<file path="src/rtl/coal_pkg.sv">
package coal_pkg;
  typedef enum logic {
    CO_IDLE = 1'b0,
    CO_BUSY = 1'b1
  } coal_state_e;
endpackage

</file>
<file path="src/rtl/coal_leader.sv">
module coal_leader #(
  parameter int LANES = 32,
  localparam int IDX_W = $clog2(LANES)
) (
  input  logic [LANES-1:0] pend,
  output logic [IDX_W-1:0] lead
);
  // lowest set bit wins; scan downward so the last hit is the lowest lane
  always_comb begin
    lead = '0;
    for (int i = LANES - 1; i >= 0; i--) begin
      if (pend[i]) lead = IDX_W'(i);
    end
  end
endmodule

</file>
<file path="src/rtl/coal_match.sv">
module coal_match #(
  parameter int LANES  = 32,
  parameter int LINE_W = 25
) (
  input  logic [LANES*LINE_W-1:0] lines,
  input  logic [LANES-1:0]        pend,
  input  logic [LINE_W-1:0]       sel_line,
  output logic [LANES-1:0]        hit
);
  for (genvar g = 0; g < LANES; g++) begin : g_lane
    assign hit[g] = pend[g] && (lines[g*LINE_W +: LINE_W] == sel_line);
  end
endmodule

</file>
<file path="src/rtl/warp_coalescer.sv">
module warp_coalescer
  import coal_pkg::*;
#(
  parameter int LANES      = 32,
  parameter int ADDR_W     = 32,
  parameter int LINE_BYTES = 128,
  localparam int OFS_W  = $clog2(LINE_BYTES),
  localparam int LINE_W = ADDR_W - OFS_W,
  localparam int IDX_W  = $clog2(LANES),
  localparam int CNT_W  = $clog2(LANES + 1)
) (
  input  logic                    clk,
  input  logic                    rst_n,
  input  logic                    in_valid,
  output logic                    in_ready,
  input  logic [LANES-1:0]        in_active,
  input  logic [LANES*ADDR_W-1:0] in_addr,
  output logic                    req_valid,
  input  logic                    req_ready,
  output logic [LINE_W-1:0]       req_line,
  output logic [LANES-1:0]        req_mask,
  output logic                    done,
  output logic [CNT_W-1:0]        txn_count
);
  coal_state_e               st_q, st_d;
  logic [LANES-1:0]          pend_q, pend_d;
  logic [CNT_W-1:0]          cnt_q, cnt_d;
  logic                      done_q, done_d;
  logic [LANES*LINE_W-1:0]   lines_q, in_lines;
  logic [LANES-1:0]          ofs_par, hit, rest;
  logic [IDX_W-1:0]          lead;
  logic                      accept, fire, lines_en;
  logic                      ofs_unused;

  // keep only the line number of each lane; the byte offset is dropped
  for (genvar g = 0; g < LANES; g++) begin : g_split
    assign in_lines[g*LINE_W +: LINE_W] = in_addr[g*ADDR_W + OFS_W +: LINE_W];
    assign ofs_par[g] = ^in_addr[g*ADDR_W +: OFS_W];
  end
  assign ofs_unused = ^ofs_par;

  coal_leader #(.LANES(LANES)) u_leader (
    .pend (pend_q),
    .lead (lead)
  );

  assign req_line = lines_q[lead*LINE_W +: LINE_W];

  coal_match #(.LANES(LANES), .LINE_W(LINE_W)) u_match (
    .lines    (lines_q),
    .pend     (pend_q),
    .sel_line (req_line),
    .hit      (hit)
  );

  assign in_ready  = (st_q == CO_IDLE);
  assign req_valid = (st_q == CO_BUSY);
  assign req_mask  = hit;
  assign done      = done_q;
  assign txn_count = cnt_q;
  assign accept    = in_valid && in_ready;
  assign fire      = req_valid && req_ready;
  assign rest      = pend_q & ~hit;
  assign lines_en  = accept;

  always_comb begin
    st_d   = st_q;
    pend_d = pend_q;
    cnt_d  = cnt_q;
    done_d = 1'b0;
    if (accept) begin
      pend_d = in_active;
      cnt_d  = '0;
      if (in_active == '0) done_d = 1'b1;
      else                 st_d   = CO_BUSY;
    end else if (fire) begin
      pend_d = rest;
      cnt_d  = cnt_q + CNT_W'(1);
      if (rest == '0) begin
        done_d = 1'b1;
        st_d   = CO_IDLE;
      end
    end
  end

  always_ff @(posedge clk or negedge rst_n) begin
    if (!rst_n) begin
      st_q   <= CO_IDLE;
      pend_q <= '0;
      cnt_q  <= '0;
      done_q <= 1'b0;
    end else begin
      st_q   <= st_d;
      pend_q <= pend_d;
      cnt_q  <= cnt_d;
      done_q <= done_d;
    end
  end

  always_ff @(posedge clk) begin
    if (lines_en) lines_q <= in_lines;
  end


  req_hold_chk: assert property (@(posedge clk) disable iff (!rst_n)
    req_valid && !req_ready |=> req_valid && $stable(req_line) && $stable(req_mask));


  served_once_chk: assert property (@(posedge clk) disable iff (!rst_n)
    fire |=> (pend_q & $past(req_mask)) == '0);


  mask_nonempty_chk: assert property (@(posedge clk) disable iff (!rst_n)
    req_valid |-> req_mask != '0);


  done_idle_chk: assert property (@(posedge clk) disable iff (!rst_n)
    done |-> in_ready && !req_valid);


  count_range_chk: assert property (@(posedge clk) disable iff (!rst_n)
    done |-> txn_count <= CNT_W'(LANES));


  busy_hold_chk: assert property (@(posedge clk) disable iff (!rst_n)
    req_valid && !req_ready |=> $stable(pend_q));
endmodule

</file>
<file path="config.mk">
export PLATFORM = sky130hd
export DESIGN_NAME = warp_coalescer
export DESIGN_NICKNAME = d
export VERILOG_FILES = /design/src/rtl/coal_pkg.sv /design/src/rtl/coal_leader.sv /design/src/rtl/coal_match.sv /design/src/rtl/warp_coalescer.sv
export SDC_FILE = /design/constraint.sdc
export NUM_CORES = 2
export LEC_CHECK = 0
export ABC_CLOCK_PERIOD_IN_PS = 75800
export BUFFER_PORTS_ARGS = -buffer_cell sky130_fd_sc_hd__clkbuf_2
export CAP_MARGIN = 20
export CORE_AREA = 2 2 440 442
export CTS_BUF_LIST = sky130_fd_sc_hd__clkbuf_8
export DETAILED_ROUTE_END_ITERATION = 12
export DIE_AREA = 0 0 442 444
export GPL_TIMING_DRIVEN = 0
export PLACE_DENSITY = 0.4
export SLEW_MARGIN = 20
export SYNTH_ARGS = -nofsm -noshare
export SYNTH_HDL_FRONTEND = slang
export SYNTH_HIERARCHICAL = 1
export SYNTH_SLANG_ARGS = --single-unit
</file>
<file path="constraint.sdc">
create_clock -name clk -period 75.8 [get_ports clk]
set_input_delay 15.16 -clock clk [delete_from_list [all_inputs] [get_ports clk]]
set_output_delay 15.16 -clock clk [all_outputs]
set_load 0.005 [all_outputs]
</file>
# After elaboration in Yosys (flattened, before gate mapping)

Cells that the tools add are included.

Register bits: 840
Bits in latches: 0
Memory bits (writable): 0
Memory bits (read-only): 0
Output and inout port bits: 66
Logic and storage cells: 127
Memories kept: 0

Add/sub/neg operators: 1
$mul: 1
Div/mod/pow operators: 0
Order comparisons: 0
Equality and inequality tests: 33
Shift operators: 1
Muxes and demuxes: 44
Bitwise operators: 3
Reductions and logical operators: 39

Operators with widths:

| kind                                              | number |
|---|---|
| equality test 25 bit                              | 32 |
| indexed part select 800 x 11 -> 25 bit            | 1 |
| two-way mux 5 bit                                 | 32 |
| logical NOT 32 bit                                | 2 |
| two-way mux 32 bit                                | 2 |
| logical AND 1 bit                                 | 34 |
| bitwise AND 32 bit                                | 1 |
| NOT 32 bit                                        | 1 |
| two-way mux 6 bit                                 | 2 |
| multiplier 5 x 5 -> 10 bit, second input constant | 1 |
| two-way mux 1 bit                                 | 8 |
| adder 6 x 1 -> 6 bit, second input constant       | 1 |
| nonzero test 2 bit                                | 2 |
| AND reduction 3 bit                               | 1 |
| inequality test 2 bit, second input constant      | 1 |
| NOT 1 bit                                         | 1 |

# Longest topological paths before layout

Word-level depth: 42
Depth in mapped cells: 24
Mapped depth without buffers: 19

# By module

Netlist, hierarchy kept.

By module, submodules not included:

| module         | times used | cells an instance | area an instance (um2) | sequential area each (um2) |
|---|---|---|---|---|
| warp_coalescer | 1          | 1600              | 32605.0                | 25024.0 |
| coal_match     | 1          | 1188              | 9848.2                 | 0.0 |
| coal_leader    | 1          | 63                | 365.4                  | 0.0 |

# Worst setup path after synthesis

OpenSTA, ideal clock, no wires.

Path kind: in2reg
Start: input port in_valid
End: register lines_q[0] (enable)
Arrival: 37023 ps
Data required time: 74324 ps
Slack: 37301 ps
Cell stages on the path: 3
Buffers on the path: 1
Cells stage by stage: nand2_1 clkinv_1 clkbuf_1

Word-level cells in the longest chain between the ends: 1

RTL lines:

| element              | line                  | text |
|---|---|---|
| start, declared      | warp_coalescer.sv:14  | `input logic in_valid,` |
| logical AND 1 bit    | warp_coalescer.sv:61  | `assign accept = in_valid && in_ready;` |
| net accept           | warp_coalescer.sv:32  | `logic accept, fire, lines_en;` |
| end signal, assigned | warp_coalescer.sv:101 | `if (lines_en) lines_q <= in_lines;` |
| end, declared        | warp_coalescer.sv:29  | `logic [LANES*LINE_W-1:0] lines_q, in_lines;` |

The timed path passes the listed nets, and every way through them passes these cells.
A chain may end at the register's enable or synchronous reset.

# Worst setup path after layout

Start: register pend_q[4]
End: output port req_mask[27]

Word-level cells in the longest chain between the ends: 9

RTL lines:

| element                                | line                 | text |
|---|---|---|
| start, declared                        | warp_coalescer.sv:26 | `logic [LANES-1:0] pend_q, pend_d;` |
| start signal, assigned                 | warp_coalescer.sv:94 | `pend_q <= pend_d;` |
| two-way mux 5 bit (5 in a row)         | coal_leader.sv:12    | `if (pend[i]) lead = IDX_W'(i);` |
| net lead[1]                            | warp_coalescer.sv:31 | `logic [IDX_W-1:0] lead;` |
| multiplier 5 x 5 -> 10 bit             | warp_coalescer.sv:47 | `assign req_line = lines_q[lead*LINE_W +: LINE_W];` |
| indexed part select 800 x 11 -> 25 bit | warp_coalescer.sv:47 |  |
| equality test 25 bit                   | coal_match.sv:11     | `assign hit[g] = pend[g] && (lines[g*LINE_W +: LINE_W] == sel_line);` |
| logical AND 1 bit                      | coal_match.sv:11     |  |
| end, declared                          | warp_coalescer.sv:21 | `output logic [LANES-1:0] req_mask,` |

The timed path passes the listed nets, and every way through them passes these cells.

==> results.yml <==
setup_path:
  r2r_end: "req_valid$_DFFE_PN0P_"
  arrival_ns: 9.23
  crit_path_frequent_cell: "buf_2"
  cpMaxStageDelayCell: "nor4_2"
  crit_type: "reg -> out"
  reg2reg_slack_ns: 66.48
  crit_chain: "nor2_1 -> o31ai_1 -> or4_1 -> nor3_1 -> a21o_1 -> buf_2 -> buf_2 -> clkbuf_1 -> mux4_2 -> a22oi_1 -> a31oi_1 -> buf_6 -> buf_6 -> buf_2 -> xnor2_1 -> nand4_1 -> nor4_2 -> clkbuf_2"
  reg2regPathDepth: 22
  r2r_start: "pend_q[4]$_DFFE_PN0P_"
  start_kind: "register"
  cp_slowest_stage_delay_ns: 1.01
  worstPathRequired_ns: 60.64
  critical_path.endpoint_type: "output port"
  crit_path_max_fanout: 11
clock_tree:
  tritoncts.num_buffers: 160
  cts_resized: 0
  clk_path_buf_depth: 3
  cts.sinks: 840
  cts_tree: "yes"
  cts-hold-fix-buffers: 0
  root_buffer: "clkbuf_8"
  post-cts-setup-buffer-count: 0
  path_clk_slew_ns: 0.06
  h-tree-depth: 4
  insertion_delay_ns: 0.97
floorplanning:
  floorplan.initialDensity: 0.2235
  die_h_um: 444
  io_pins: 1126
  dieArea_um2: 196200
  die-width_um: 442
  fp-row-count: 161
  core_um2: 191600
synthesis:
  synthTopCellsByArea: "edfxtp_1 56%, xor2_1 10%, mux4_2 9.2%, xnor2_1 5.9%, dfrtp_1 2.3%"
  syn_nets: 3912
  synth_area_um2: 42820
  yosysTopAreaCell: "edfxtp_1"
  synthCells: 2851
  yosys-top-cells-count: "800 x edfxtp_1, 508 x xor2_1, 289 x xnor2_1"
  yosysMostFrequentCell: "edfxtp_1"
  synth_flop_cell: "edfxtp_1"
  syn_area_per_cell_um2: 15.02
  synth_edf_count: 800
  synth_warnings: 6
  yosysTopAreaCellShare: 0.5610
  ys_seq_elements: 840
  synth_cell_types: 53
  ys_seq_area_frac: 0.5844
  async_reset_ff_frac: 0.04762
global_route:
  grt-ovfl-total: 0
  grt_max_degree: 54
  track_usage: 0.2844
  grt_pass1_wl_um: 354600
  grt_pass1_vias: 32580
  antenna_found_initial: 26
timing:
  worst_slew_pin_slew_ns: 1.194
  setup_violations: 0
  fin_hold_ws_ns: 0.4979
  fin_crit_ns: 24.39
  rsz0062_at_grt: "no"
  post-route-period-util: 0.3217
  slew_violations: 0
  finalHoldViolations: 0
  fmax_mhz: 41.00
  clock_skew_ns: 0.05895
  slew-limit-headroom: 0.1976
  setup_tns_ns: 0
detailed_routing:
  wl_per_cell_um: 43.46
  dr.pass1.iters: 5
  drc: 0
  drt_iter0_markers: 3853
  viasPerCell: 4.937
  routed_wl_um: 286600
  final_antenna_net_count: 0
  vias: 32560
final_layout:
  fin_nets: 5003
  drive_above_1_share: 0.3731
  area_delta_synth_final_pct: 26.69
  n_fill_cell: 19770
  ff_latch_area_um2: 25020
  multiInputGateArea_um2: 16370
power_and_ir_drop:
  worst_ir_drop_vdd_mv: 0.03725
  power.density_nw_per_um2: 51.07
  p_leak_nw: 19.70
min_path:
  min_delay_path_depth: 1
  hp-class: "reg -> reg"
  min_from: "txn_count[5]$_DFFE_PN0P_"
  hold_end: "txn_count[5]$_DFFE_PN0P_"
flow_run:
  cap_violations: 0
placed_design:
  dp_hpwl_um: 227200
  gp_congestion: 0.9252
  port_buffers: 901
status:
  status: "complete, no violations"
flip-flops by register name, summed over array words and instances, names as in the netlist:
name,cells
txn_count,6
req_valid,1
pend_q,32
lines_q,800
done,1
metrics by stage:
stage | cell area, um^2 | cells | setup WS, ns | utilization | total power [W]
4_1_cts | 54220 | 6584 | 51.60 | 0.2830 | 0.002734
3_5_place_dp | 51190 | 6306 | 52.65 | 0.2672 | 0.002281
5_1_grt | 54230 | 6590 | 51.36 | 0.2831 | 0.002789
6_report | 54250 | 6595 | 51.41 | 0.2832 | 0.002770
2_1_floorplan | 42820 | 2851 | 37.30 | - | 0.001423
3_3_place_gp | 50490 | 6278 | 25.42 | 0.2635 | 0.002309
worst max-delay path by stage:
stage                              to  cells after the start                   start
6_report                 req_mask[27]                     18   pend_q[4]$_DFFE_PN0P_
5_1_grt                  req_mask[27]                     18  pend_q[30]$_DFFE_PN0P_
3_3_place_gp   lines_q[199]$_DFFE_PP_                      4                in_valid
2_1_floorplan    lines_q[0]$_DFFE_PP_                      3                in_valid
3_5_place_dp             req_mask[27]                     18   pend_q[4]$_DFFE_PN0P_
4_1_cts                  req_mask[27]                     18  pend_q[30]$_DFFE_PN0P_
critical path: cells and delay by family, from the launching register on:
| kind | cells | cell delay, ns |
|---|---|---|
| compound gates | 4 | 1.30 |
| xor+xnor | 1 | 0.19 |
| buf+inv | 7 | 3.48 |
| flops | 1 | 0.59 |
| mux | 1 | 0.45 |
| simple gates | 5 | 2.11 |
kinds of logic after synthesis:
family / after synthesis / synth area share
AND/OR/NAND/NOR: 553 / 0.07253
AO/OA/AOI/OAI: 181 / 0.03369
buffers and inverters: 229 / 0.03647
multiplexers: 250 / 0.1096
adder cells (fa/ha/maj): 1 / 0.0002922
XOR/XNOR: 797 / 0.1630
flip-flops: 840 / 0.5844
where the power goes:
group	leakage, nW	internal [W]	switching, W
registers	7.77	0.000534	0.0000399
logic	10.2	0.000502	0.00125
clock network	1.70	0.000229	0.000214
total	19.7	0.00126	0.00151
layout make-up:
cell class              instances  share of cell area
clock inverters               115             0.01453
multi-input cells            1782              0.3017
repair buffers                929             0.09348
well taps                    2526             0.05826
clock buffers                 163             0.04136
plain buffers                 190             0.02616
flip-flops and latches        840              0.4613
inverters                      39            0.002699
diodes                         11           0.0005074
placed cells by master, fill, tap and decap left out, drive strengths merged, types with 6 or more instances in the layout:
| cell | instances |
|---|---|
| inv | 93 |
| a22oi | 50 |
| nand2 | 154 |
| a31oi | 26 |
| a21oi | 33 |
| edfxtp | 800 |
| nor4 | 175 |
| dfrtp | 40 |
| a2111oi | 7 |
| xnor2 | 289 |
| o22ai | 11 |
| clkbuf | 1098 |
| nand3 | 118 |
| nor2 | 14 |
| buf | 184 |
| mux4 | 175 |
| clkinvlp | 8 |
| nand4 | 69 |
| nor3 | 6 |
| o21ai | 7 |
| mux2i | 75 |
| bufinv | 8 |
| o2111ai | 6 |
| o2111a | 25 |
| xor2 | 508 |
| clkinv | 45 |
| diode | 11 |
routing by layer:
metal	share of wire	wire length, um	GRT usage
met5	0.000098	28	0
met4	0.065	18770	0.1646
met3	0.072	20700	0.06601
met2	0.47	134100	0.4621
met1	0.39	113000	0.3455
No activity file was read; power rests on OpenSTA's default activity.
